`config.mk`:
```
export PLATFORM = sky130hd
export DESIGN_NAME = lvds7_serializer
export DESIGN_NICKNAME = d
export VERILOG_FILES = /design/src/rtl/lvds7_pkg.sv /design/src/rtl/lvds7_slot_fsm.sv /design/src/rtl/lvds7_slot_map.sv /design/src/rtl/lvds7_hold.sv /design/src/rtl/lvds7_serializer.sv
export SDC_FILE = /design/constraint.sdc
export NUM_CORES = 1
export LEC_CHECK = 0
export BUFFER_PORTS_ARGS = -buffer_cell sky130_fd_sc_hd__clkbuf_2
export CORE_MARGIN = 2
export CORE_UTILIZATION = 45
export CTS_BUF_LIST = sky130_fd_sc_hd__clkbuf_2
export CTS_CLUSTER_SIZE = 24
export DETAILED_ROUTE_END_ITERATION = 12
export PLACE_DENSITY = 0.71
export SYNTH_ARGS = -nofsm -noshare
export SYNTH_HDL_FRONTEND = slang
export SYNTH_SLANG_ARGS = --single-unit
```
`constraint.sdc`:
```
create_clock -name clk -period 1.3 [get_ports clk]
set_input_delay 0.195 -clock clk [delete_from_list [all_inputs] [get_ports clk]]
set_output_delay 0.195 -clock clk [all_outputs]
set_load 0.05 [all_outputs]
```
`src/rtl/lvds7_pkg.sv`:
```
`timescale 1ns/1ps
package lvds7_pkg;
    localparam int SLOTS  = 7;
    localparam int LANES  = 4;
    localparam int COMP_W = 8;
    localparam int SLOT_W = $clog2(SLOTS);

    typedef enum logic [1:0] {
        MAP_18     = 2'd0,
        MAP_24_LOW = 2'd1,
        MAP_24_HI  = 2'd2,
        MAP_RSVD   = 2'd3
    } map_e;

    typedef enum logic [SLOT_W-1:0] {
        SLOT0 = 3'd0, SLOT1 = 3'd1, SLOT2 = 3'd2, SLOT3 = 3'd3,
        SLOT4 = 3'd4, SLOT5 = 3'd5, SLOT6 = 3'd6
    } slot_e;

    typedef struct packed {
        logic [COMP_W-1:0] r;
        logic [COMP_W-1:0] g;
        logic [COMP_W-1:0] b;
        logic              hs;
        logic              vs;
        logic              de;
    } pixel_t;

    typedef logic [LANES-1:0][SLOTS-1:0] lane_words_t;
endpackage

```
`src/rtl/lvds7_slot_fsm.sv`:
```
`timescale 1ns/1ps
module lvds7_slot_fsm
    import lvds7_pkg::*;
(
    input  logic  clk,
    input  logic  rst,
    output slot_e slot,
    output logic  wrap,
    output logic  clk_lane
);
    slot_e slot_q;
    slot_e slot_d;

    always_ff @(posedge clk) begin
        if (rst) slot_q <= SLOT0;
        else     slot_q <= slot_d;
    end

    always_comb begin
        slot_d   = SLOT0;
        wrap     = 1'b0;
        clk_lane = 1'b1;
        unique case (slot_q)
            SLOT0: slot_d = SLOT1;
            SLOT1: slot_d = SLOT2;
            SLOT2: begin slot_d = SLOT3; clk_lane = 1'b0; end
            SLOT3: begin slot_d = SLOT4; clk_lane = 1'b0; end
            SLOT4: begin slot_d = SLOT5; clk_lane = 1'b0; end
            SLOT5: slot_d = SLOT6;
            SLOT6: begin slot_d = SLOT0; wrap = 1'b1; end
            default: slot_d = SLOT0;
        endcase
    end

    assign slot = slot_q;
endmodule

```
`src/rtl/lvds7_slot_map.sv`:
```
`timescale 1ns/1ps
module lvds7_slot_map
    import lvds7_pkg::*;
(
    input  pixel_t      px,
    input  logic [1:0]  sel,
    output lane_words_t words
);
    // Word bit index equals slot number; slot 0 leaves first.
    always_comb begin
        words = '0;
        unique case (map_e'(sel))
            MAP_24_HI: begin
                words[0] = {px.r[0], px.r[1], px.r[2], px.r[3], px.r[4], px.r[5], px.g[0]};
                words[1] = {px.g[1], px.g[2], px.g[3], px.g[4], px.g[5], px.b[0], px.b[1]};
                words[2] = {px.b[2], px.b[3], px.b[4], px.b[5], px.hs, px.vs, px.de};
                words[3] = {px.r[6], px.r[7], px.g[6], px.g[7], px.b[6], px.b[7], 1'b0};
            end
            MAP_24_LOW: begin
                words[0] = {px.r[2], px.r[3], px.r[4], px.r[5], px.r[6], px.r[7], px.g[2]};
                words[1] = {px.g[3], px.g[4], px.g[5], px.g[6], px.g[7], px.b[2], px.b[3]};
                words[2] = {px.b[4], px.b[5], px.b[6], px.b[7], px.hs, px.vs, px.de};
                words[3] = {px.r[0], px.r[1], px.g[0], px.g[1], px.b[0], px.b[1], 1'b0};
            end
            MAP_18, MAP_RSVD: begin
                words[0] = {px.r[2], px.r[3], px.r[4], px.r[5], px.r[6], px.r[7], px.g[2]};
                words[1] = {px.g[3], px.g[4], px.g[5], px.g[6], px.g[7], px.b[2], px.b[3]};
                words[2] = {px.b[4], px.b[5], px.b[6], px.b[7], px.hs, px.vs, px.de};
                words[3] = '0;
            end
            default: words = '0;
        endcase
    end
endmodule

```
`src/rtl/lvds7_hold.sv`:
```
`timescale 1ns/1ps
module lvds7_hold #(
    parameter int W = 28
) (
    input  logic         clk,
    input  logic         rst,
    input  logic         load,
    input  logic [W-1:0] d,
    output logic [W-1:0] q
);
    always_ff @(posedge clk) begin
        if (rst)       q <= '0;
        else if (load) q <= d;
    end
endmodule

```
`src/rtl/lvds7_serializer.sv`:
```
`timescale 1ns/1ps
module lvds7_serializer
    import lvds7_pkg::*;
(
    input  logic              clk,
    input  logic              rst,
    input  logic [COMP_W-1:0] pix_r,
    input  logic [COMP_W-1:0] pix_g,
    input  logic [COMP_W-1:0] pix_b,
    input  logic              pix_hsync,
    input  logic              pix_vsync,
    input  logic              pix_de,
    input  logic [1:0]        map_sel,
    output logic [LANES-1:0]  lane_data,
    output logic              lane_clk
);
    localparam int HOLD_W = LANES * SLOTS;

    slot_e       slot;
    logic        wrap;
    pixel_t      px;
    lane_words_t next_words;
    lane_words_t held_words;

    assign px = '{r: pix_r, g: pix_g, b: pix_b, hs: pix_hsync, vs: pix_vsync, de: pix_de};

    lvds7_slot_fsm u_fsm (
        .clk      (clk),
        .rst      (rst),
        .slot     (slot),
        .wrap     (wrap),
        .clk_lane (lane_clk)
    );

    lvds7_slot_map u_map (
        .px    (px),
        .sel   (map_sel),
        .words (next_words)
    );

    lvds7_hold #(.W(HOLD_W)) u_hold (
        .clk  (clk),
        .rst  (rst),
        .load (wrap),
        .d    (next_words),
        .q    (held_words)
    );

    for (genvar l = 0; l < LANES; l++) begin : g_lane
        assign lane_data[l] = held_words[l][slot];
    end
endmodule

```
==> run metrics, run 1 <==
status=complete, but fails checks; violated checks=setup timing; setup violators final=31; Num CTS Buffers=5; DIE AREA=between 0.004 and 0.005 mm²; root buffer cell=clkbuf_2; drt wl/cell=between 15 and 20 µm; Final Max Slew Viols=0; static leakage=approximately 0.95 nW; Worst EP required=between 1000 and 1500 ps; H-tree depth=2; worst slew pin tran=691 ps; Mean Syn Cell Area=between 9 and 10 µm²; Clk Latency, worst-skew pair=roughly 370 ps; Fin Setup TNS=-4410 ps; Antenna Nets Post-Route=0; port buffer count=35; deepest clock path buffer count=2; Core Region=0.00339 mm²; largest net degree at the start of global routing=31; crit path cell chain=buf_6 -> mux2i_1 -> o221a_1 -> a221oi_4 -> buf_12; clk sinks=30; Final GP Congestion=0.767; Area growth syn-to-layout=54.3%; Initial Utilization=0.475; initial antenna violation count=0; Levels on crit path=5; top-area cell type share of the netlist area=0.373; synth top area cells=dfxtp_1 (37%), a221oi_1 (12%), mux2i_1 (6.2%); Rows=21; fin crit share=1.41; yosys synthesis warning count=0; RR Startpoint=u_fsm.slot[0]; Hold Path Class=input pin to flip-flop; fmax=~0.54 GHz; GRT overflow=0; clock-pin slew on the worst setup and hold paths=about 160 ps; Top FF cell, synth=dfxtp_1; slowest stage delay, CP=between 300 and 400 ps; sequential fraction of the synthesis area=0.373; CP startpoint=u_fsm.slot[1]; Tot Pwr=between 1.5 and 2 mW; drt total wl=~4600 µm; Mapped Cells=roughly 180; DR DRC count=0; vias in the first global route=approximately 1600; #FFs+latches synth=30; Post-synth ARST share=0; HP Start=pix_vsync; hold path depth=3; final worst-path setup slack=-537 ps; worst clock skew=between 15 and 20 ps; pwr dens=between 700 and 800 mW/mm²; first-pass GRT wire length=between 7000 and 8000 µm; share of layout cells above drive strength 1=0.538; crit start category=flip-flop; max_cap viols=0; multi-input logic area=0.00126 mm²; EDFF count, synth=0; via/cell ratio=a little under 6; Mapped Nets=between 200 and 250; first-pass iteration count of the detailed router=4; gr usage total=0.231; routed via count=between 1500 and 2000; Fillers=226; DRT iter0 DRCs=79; register area=between 600 and 700 µm²; RSZ-0062 raised after global routing=true; fin nets=255; cell taking the most area after synthesis=dfxtp_1; Ports=36; Critical-path top delay cell=dfxtp_4; fin util=0.732; Diodes inserted=0; CP Data Arrival Time=approximately 1600 ps; WS Path Type=flip-flop to primary output; Post-Synthesis Cell Area=roughly 0.0016 mm²; R2R depth=5; crit end category=primary output; die height=between 60 and 70 µm; # hold bufs at CTS=0; Worst VDD drop=just over 0.0004 V; Worst Path Buf+Inv=2; Synth cell types=27; count of final hold-check violations=0; CTS tree=built; minimum clock period=1840 ps; dpl hpwl=3030 µm; crit-path max FO=4; crit-path leading delay family=compound AO/OA/AOI/OAI gates; die width=roughly 64 µm; Slew headroom=0.538
## through the flow
stage               hold WS [ps]  cell area (µm²)  setup slack [ps]  instances
floorplan                    331             1720              -221        175
global placement             421             2040              -166        257
detailed placement           433             2040              -223        257
CTS                         21.3             2280              -553        266
global route                25.3             2480              -618        269
finish                      36.8             2480              -537        269
## layer usage
layer | vias to the layer above | GRT usage | wire length [µm]
met5 | - | 0 | 0
met4 | 0 | 0.0788 | 51
met3 | 4 | 0.0511 | 166
met2 | 33 | 0.382 | 2350
met1 | 781 | 0.295 | 2000
li1 | 750 | - | -
## path summary, 6_finish.rpt
kind,end,slack (ps)
hold / removal,u_hold.q[15],40
setup / recovery,lane_data[0],-540
setup reg to reg,u_hold.q[11],-110
hold reg to reg,u_hold.q[14],480
## synth_stat cells (2+ instances only)
master    instances
inv_1             7
a221oi_2          5
ha_1              2
dfxtp_1          30
a211oi_1          4
a221oi_1         22
mux2i_1          10
buf_6             6
clkbuf_1          3
nand2_1           8
o221a_1           2
a21oi_1           6
nor2_1           25
o221a_2           2
nand2b_1          2
nor2b_1           5
buf_2             7
nor3_1           20
## state kept, by name, indices dropped and copies added (netlist names)
signal      flops
u_fsm.slot      3
u_hold.q       27
## report_power, final
part | switching (mW) | internal (mW)
clock network | 0.324 | 0.132
registers | 0.0185 | 0.933
logic | 0.311 | 0.232
## worst min-delay path, cell delays in order
cell      delay (ps)
clkbuf_2          80
nand2_1           60
a21oi_2           50
## layout make-up
class | instances | area share
well taps | 46 | 0.0232
repair buffers | 58 | 0.196
clock buffers | 6 | 0.0121
multi-input cells | 120 | 0.508
flip-flops and latches | 30 | 0.246
clock inverters | 2 | 0.00353
inverters | 7 | 0.0106
## placed cells by master, fill, tap and decap left out, drive strengths merged
master | Yosys | routed
clkinv | 0 | 2
nor2 | 25 | 25
buf | 15 | 27
a221oi | 27 | 27
o21ba | 1 | 1
nor3 | 21 | 21
a21oi | 6 | 6
and3b | 1 | 1
ha | 2 | 2
dfxtp | 30 | 30
nand2b | 3 | 3
nand3b | 1 | 1
mux2i | 10 | 10
a31oi | 1 | 1
mux2 | 1 | 1
nand2 | 8 | 8
a211oi | 4 | 4
nor2b | 5 | 5
clkbuf | 3 | 37
o221a | 4 | 4
inv | 7 | 7
## repair_timing
item / 4_1_cts / 5_1_grt
gates cloned: 0 / 0
setup endpoints to repair: 33 / 31
resized for setup: 41 / 25
setup buffers: 1 / 3
pin swaps: 22 / 5
## kinds of logic after synthesis
logic type               Yosys count  share of synthesized area
AND/OR/NAND/NOR                   64                      0.199
AO/OA/AOI/OAI                     43                      0.242
flip-flops                        30                      0.373
buffers and inverters             25                      0.101
multiplexers                      11                     0.0692
adder cells (fa/ha/maj)            2                     0.0155
No activity file was read; power rests on OpenSTA's default activity.
==> run 2, diff against run 1 <==
--- a/config.mk
+++ b/config.mk
@@ -12,6 +12,7 @@
 export CTS_CLUSTER_SIZE = 24
 export DETAILED_ROUTE_END_ITERATION = 12
 export PLACE_DENSITY = 0.71
+export REMOVE_ABC_BUFFERS = 1
 export SYNTH_ARGS = -nofsm -noshare
 export SYNTH_HDL_FRONTEND = slang
 export SYNTH_SLANG_ARGS = --single-unit
==> run metrics, run 2 (synthesis results as in run 1) <==
status=complete, but fails checks; violated checks=setup timing; deepest clock path buffer count=2 (unchanged); Final Max Slew Viols=0 (unchanged); clk sinks=30 (unchanged); static leakage=1.01 nW (+6.1%); fin nets=261 (+2.4%); first-pass GRT wire length=8050 µm (+10%); H-tree depth=2 (unchanged); Num CTS Buffers=5 (unchanged); clock-pin slew on the worst setup and hold paths=150 ps (about the same); P_int=1.32 mW (+1.8%); initial antenna violation count=0 (unchanged); Fillers=196 (-13%); dpl hpwl=3030 µm (+0.24%); Clock power frac=0.234 (about the same); count of final hold-check violations=0 (unchanged); GRT overflow=0 (unchanged); Sequential Power Share=0.479 (-0.009); switching power=661 µW (+1.2%); Top reg by flops=u_hold.q; crit start category=flip-flop; crit-path max FO=5 (+1); share of layout cells above drive strength 1=0.535 (-0.00303); RSZ-0062 raised after global routing=true; slowest stage delay, CP=370 ps (about the same); Rows=21 (unchanged); combinational power share=0.287 (+0.009); Clk Latency, worst-skew pair=390 ps (+20 ps); drt wl/cell=19.7 µm (+16%); die width=63.8 µm (unchanged); Levels on crit path=6 (+1); via/cell ratio=6.08 (+4.3%); fin util=0.754 (+0.0218); DR DRC count=0 (unchanged); crit path cell chain=buf_4 -> nand2b_4 -> o221a_1 -> a221oi_2 -> buf_4 -> buf_12; WS Path Type=flip-flop to primary output; max_cap viols=0 (unchanged); routed via count=1666 (+6.3%); die height=63.8 µm (unchanged); drt total wl=5400 µm (+18%); R2R depth=6 (+1); crit end category=primary output; Worst VDD drop=0.000455 V (+9.6%); Area growth syn-to-layout=58.9%; Worst EP required=1110 ps (about the same); CP Data Arrival Time=1810 ps (+170 ps); minimum clock period=2000 ps (+166 ps); crit-path leading delay family=compound AO/OA/AOI/OAI gates; DIE AREA=0.00407 mm² (unchanged); root buffer cell=clkbuf_2; switch share=0.333 (-0.00135); gr usage total=0.260 (+0.0294); most used cell, CP=buf_4; setup violators final=32 (+3.2%); multi-input logic area=0.00119 mm² (-5.4%); register area=609 µm² (-0.41%); DRT iter0 DRCs=132 (+67%); first-pass iteration count of the detailed router=4 (unchanged); final worst-path setup slack=-703 ps (-166 ps); fmax=0.499 GHz (-8.3%); worst slew pin tran=723 ps (+32.4 ps); most common cell after layout, fill and taps aside=clkbuf_2; Ports=36 (unchanged); hold path depth=3 (unchanged); Worst Path Buf+Inv=3 (+1); largest net degree at the start of global routing=31 (unchanged); Core Region=0.00339 mm² (unchanged); Critical-path top delay cell=dfxtp_2; Final GP Congestion=0.802 (+4.5%); Initial Utilization=0.475 (unchanged); fin crit share=1.54 (+0.128); Slew headroom=0.518 (-0.0206); port buffer count=35 (unchanged); max FFs per register=27 (unchanged); most frequent cells in the layout=clkbuf_2 (37), dfxtp_1 (27), nor2_1 (22); vias in the first global route=1666 (+7.1%); Diodes inserted=0 (unchanged); Finished Layout Cells=274 (+1.9%); Hold Path Class=input pin to flip-flop; Antenna Nets Post-Route=0 (unchanged); # hold bufs at CTS=0 (unchanged); worst clock skew=10.9 ps (-7.85 ps); CTS tree=built; pwr dens=775 mW/mm² (-1.3%); Inst Count DP=258 (+0.39%)
## run 2: final timing paths
kind	from	end	slack (ps)
worst min register to register	u_hold.q[14]	u_hold.q[14]	480
worst min-delay path	pix_de	u_hold.q[14]	8
worst max-delay path	u_fsm.slot[1]	lane_data[1]	-700
worst max register to register	u_fsm.slot[0]	u_hold.q[11]	-140
## run 2: power groups by stage
stage	registers, mW	clock network (mW)	logic [mW]
after detailed placement	0.968	0	0.433
after floorplan	0.982	0	0.170
after global routing	0.952	0.504	0.600
after global placement	0.968	0	0.417
final	0.950	0.463	0.569
after CTS	0.949	0.447	0.502
## run 2: what timing repair did
action,in CTS,in global routing
gates resized for setup,38,26
setup endpoints to repair,32,32
setup buffers,3,3
hold endpoints to repair,0,0
pin swaps,14,7
gates cloned,3,0
## run 2: metal layers
metal	vias up	GRT usage	share of wire
met5	-	0	0
met3	14	0.0511	0.054
met4	0	0.149	0.025
met2	71	0.428	0.52
li1	765	-	-
met1	816	0.314	0.40
## run 2: worst register-to-register path: stages, from the launching register on
cell and delay (ps):
dfxtp_4 400, buf_6 140, nand3b_4 200, buf_12 160, buf_12 130, a221oi_4 200
nor3_2 80
## run 2: per-stage QoR
step / setup slack (ps) / hold slack (ps) / cell area, µm² / TNS (ps) / power [mW]
floorplan: -1230 / 264 / 1470 / -15970 / 1.15
global placement: -219 / 422 / 1990 / -3410 / 1.38
detailed placement: -262 / 429 / 1990 / -4640 / 1.40
CTS: -637 / 12.2 / 2360 / -4510 / 1.90
global route: -772 / 12.8 / 2560 / -6950 / 2.06
finish: -703 / 7.87 / 2560 / -5770 / 1.98
## run 2: cell type report
cell class                      instances  area share
Multi-Input combinational cell        120       0.467
Clock buffer                            7      0.0137
Timing Repair Buffer                   64       0.248
Tap cell                               46      0.0225
Inverter                                7      0.0103
Sequential cell                        30       0.238
==> run 3, diff against run 2 <==
--- a/config.mk
+++ b/config.mk
@@ -5,13 +5,14 @@
 export SDC_FILE = /design/constraint.sdc
 export NUM_CORES = 1
 export LEC_CHECK = 0
+export ABC_AREA = 1
 export BUFFER_PORTS_ARGS = -buffer_cell sky130_fd_sc_hd__clkbuf_2
 export CORE_MARGIN = 2
 export CORE_UTILIZATION = 45
 export CTS_BUF_LIST = sky130_fd_sc_hd__clkbuf_2
 export CTS_CLUSTER_SIZE = 24
 export DETAILED_ROUTE_END_ITERATION = 12
-export PLACE_DENSITY = 0.71
+export PLACE_DENSITY = 0.69
 export REMOVE_ABC_BUFFERS = 1
 export SYNTH_ARGS = -nofsm -noshare
 export SYNTH_HDL_FRONTEND = slang
==> run metrics, run 3 <==
status=complete, but fails checks; violated checks=setup timing; final worst-path setup slack=-366 ps (+337 ps); initial antenna violation count=0 (unchanged); crit end category=primary output; EDFF count, synth=0 (unchanged); Area after DPL=0.00222 mm² (+12%); Post-synth ARST share=0 (unchanged); WS Path Type=flip-flop to primary output; crit path cell chain=nor2_4 -> nand2_1 -> o21ai_1 -> nor2_1 -> nor2_1 -> clkbuf_8; first-pass iteration count of the detailed router=4 (unchanged); fin nets=430 (+65%); Post-Synthesis Cell Area=0.00194 mm² (+21%); DRT iter0 DRCs=150 (+14%); Worst VDD drop=0.000448 V (-1.5%); fin crit share=1.28 (-0.259); Final Max Slew Viols=0 (unchanged); static leakage=1.34 nW (+33%); top cells by count, synth=nand2_1 (149), nor2_1 (71), inv_1 (34); Final GP Congestion=0.898 (+12%); cell taking the most area after synthesis=dfxtp_1; minimum clock period=1670 ps (-337 ps); WHS=45.0 ps (+37.1 ps); most frequent cells in the layout=nand2_1 (142), nor2_1 (65), clkbuf_2 (37); fmax=0.600 GHz (+20%); yosys synthesis warning count=0 (unchanged); crit start category=flip-flop; max FFs per register=27 (unchanged); Initial Utilization=0.475 (+0.000485); worst slew pin tran=372 ps (-352 ps); most common cell after layout, fill and taps aside=nand2_1; first-pass GRT wire length=8180 µm (+1.6%); DR DRC count=0 (unchanged); clock-pin slew on the worst setup and hold paths=150 ps (about the same); Mapped Cells=344 (+97%); sequential fraction of the synthesis area=0.309 (-0.0640); die height=69.7 µm (+9.2%); Top reg by flops=u_hold.q; Slew headroom=0.752 (+0.234); Top FF cell, synth=dfxtp_1; crit-path leading delay family=simple AND/OR/NAND/NOR gates; dpl hpwl=3280 µm (+8.2%); most common cell in the netlist=nand2_1; CP Data Arrival Time=1470 ps (-340 ps); pwr dens=722 mW/mm² (-6.9%); top-area cell type share of the netlist area=0.309 (-0.0640); via/cell ratio=4.61 (-24%); H-tree depth=2 (unchanged); setup violators final=20 (-38%); clk sinks=30 (unchanged); max_cap viols=0 (unchanged); slowest stage delay, CP=420 ps (+50 ps); #FFs+latches synth=30 (unchanged); drt total wl=4870 µm (-9.7%); GRT overflow=0 (unchanged); port buffer count=35 (unchanged); Ports=36 (unchanged); Fillers=406 (+110%); Num CTS Buffers=5 (unchanged); die width=69.7 µm (+9.2%); Worst Path Buf+Inv=1 (-2); DIE AREA=0.00486 mm² (+19%); Inst Count DP=432 (+67%); # hold bufs at CTS=0 (unchanged); count of final hold-check violations=0 (unchanged); deepest clock path buffer count=2 (unchanged); worst clock skew=9.00 ps (-1.88 ps); Final Cell Area=0.00253 mm² (-1.1%); RSZ-0062 raised after global routing=true; CTS tree=built; Area growth syn-to-layout=30.2%; Clk Latency, worst-skew pair=340 ps (-50 ps); Finished Layout Cells=447 (+63%); most used cell, CP=nor2_1; routed via count=2062 (+24%); synth top area cells=dfxtp_1 (31%), nand2_1 (29%), nor2_1 (14%); share of layout cells above drive strength 1=0.247 (-0.288); Synth cell types=20 (-26%); Core Region=0.00409 mm² (+21%); Rows=23 (+9.5%); root buffer cell=clkbuf_2; Critical-path top delay cell=dfxtp_4; drt wl/cell=10.9 µm (-45%); vias in the first global route=1849 (+11%); crit-path max FO=8 (+3); largest net degree at the start of global routing=25 (-19%); Worst EP required=1110 ps (about the same); Mean Syn Cell Area=5.64 µm² (-39%); Tot Pwr=1.82 mW (-8.0%); Hold Path Class=input pin to flip-flop; Diodes inserted=0 (unchanged); gr usage total=0.206 (-0.0536); Antenna Nets Post-Route=0 (unchanged)
## run 3: repair_timing
action,CTS,global route
pin swaps,14,11
gates cloned,3,0
buffers inserted,2,3
endpoints found under the setup margin,27,32
hold endpoints to repair,0,0
gates resized for setup,44,17
## run 3: where the power goes
part           total, mW  internal, mW  leakage (nW)  switching [mW]
sequential         0.960         0.934         0.244          0.0263
clock              0.436         0.140        0.0291           0.295
combinational      0.428         0.195          1.07           0.233
## run 3: layout make-up
class	instances	area, µm²	share of cell area
multi-input combinational	259	1120	0.444
timing repair inverter	2	27.5	0.0109
sequential	30	612	0.242
timing repair buffer	62	505	0.200
inverter	37	163	0.0644
tap	50	62.6	0.0248
clock buffer	7	35.0	0.0139
## run 3: stage by stage
stage          setup TNS [ps]  worst slack (ps)   util
2_1_floorplan           -4340              -535      -
3_3_place_gp             -853              -129  0.544
3_5_place_dp            -1500              -201  0.544
4_1_cts                 -1640              -371  0.601
5_1_grt                 -4530              -462  0.618
6_report                -1980              -366  0.618
## run 3: path summary, 6_finish.rpt
check	start	to	slack, ps	depth (start not counted)
max reg2reg	u_fsm.slot[1]	u_hold.q[12]	-30	8
max	u_fsm.slot[1]	lane_data[3]	-370	6
min reg2reg	u_hold.q[14]	u_hold.q[14]	470	2
min	rst	u_hold.q[14]	40	2
## run 3: per-layer routing
metal	track usage	vias up	wire, µm
met5	0	-	0
met4	0.0577	0	19
li1	-	1131	-
met2	0.337	50	2330
met3	0.0465	2	206
met1	0.274	879	2320
## run 3: kinds of logic (layout without fill, tap and decap cells)
group,count (synthesis),after routing,share of synthesized area
simple gates,243,243,0.495
buf+inv,55,108,0.144
flops,30,30,0.309
compound gates,14,14,0.0380
fa+ha+maj,2,2,0.0129
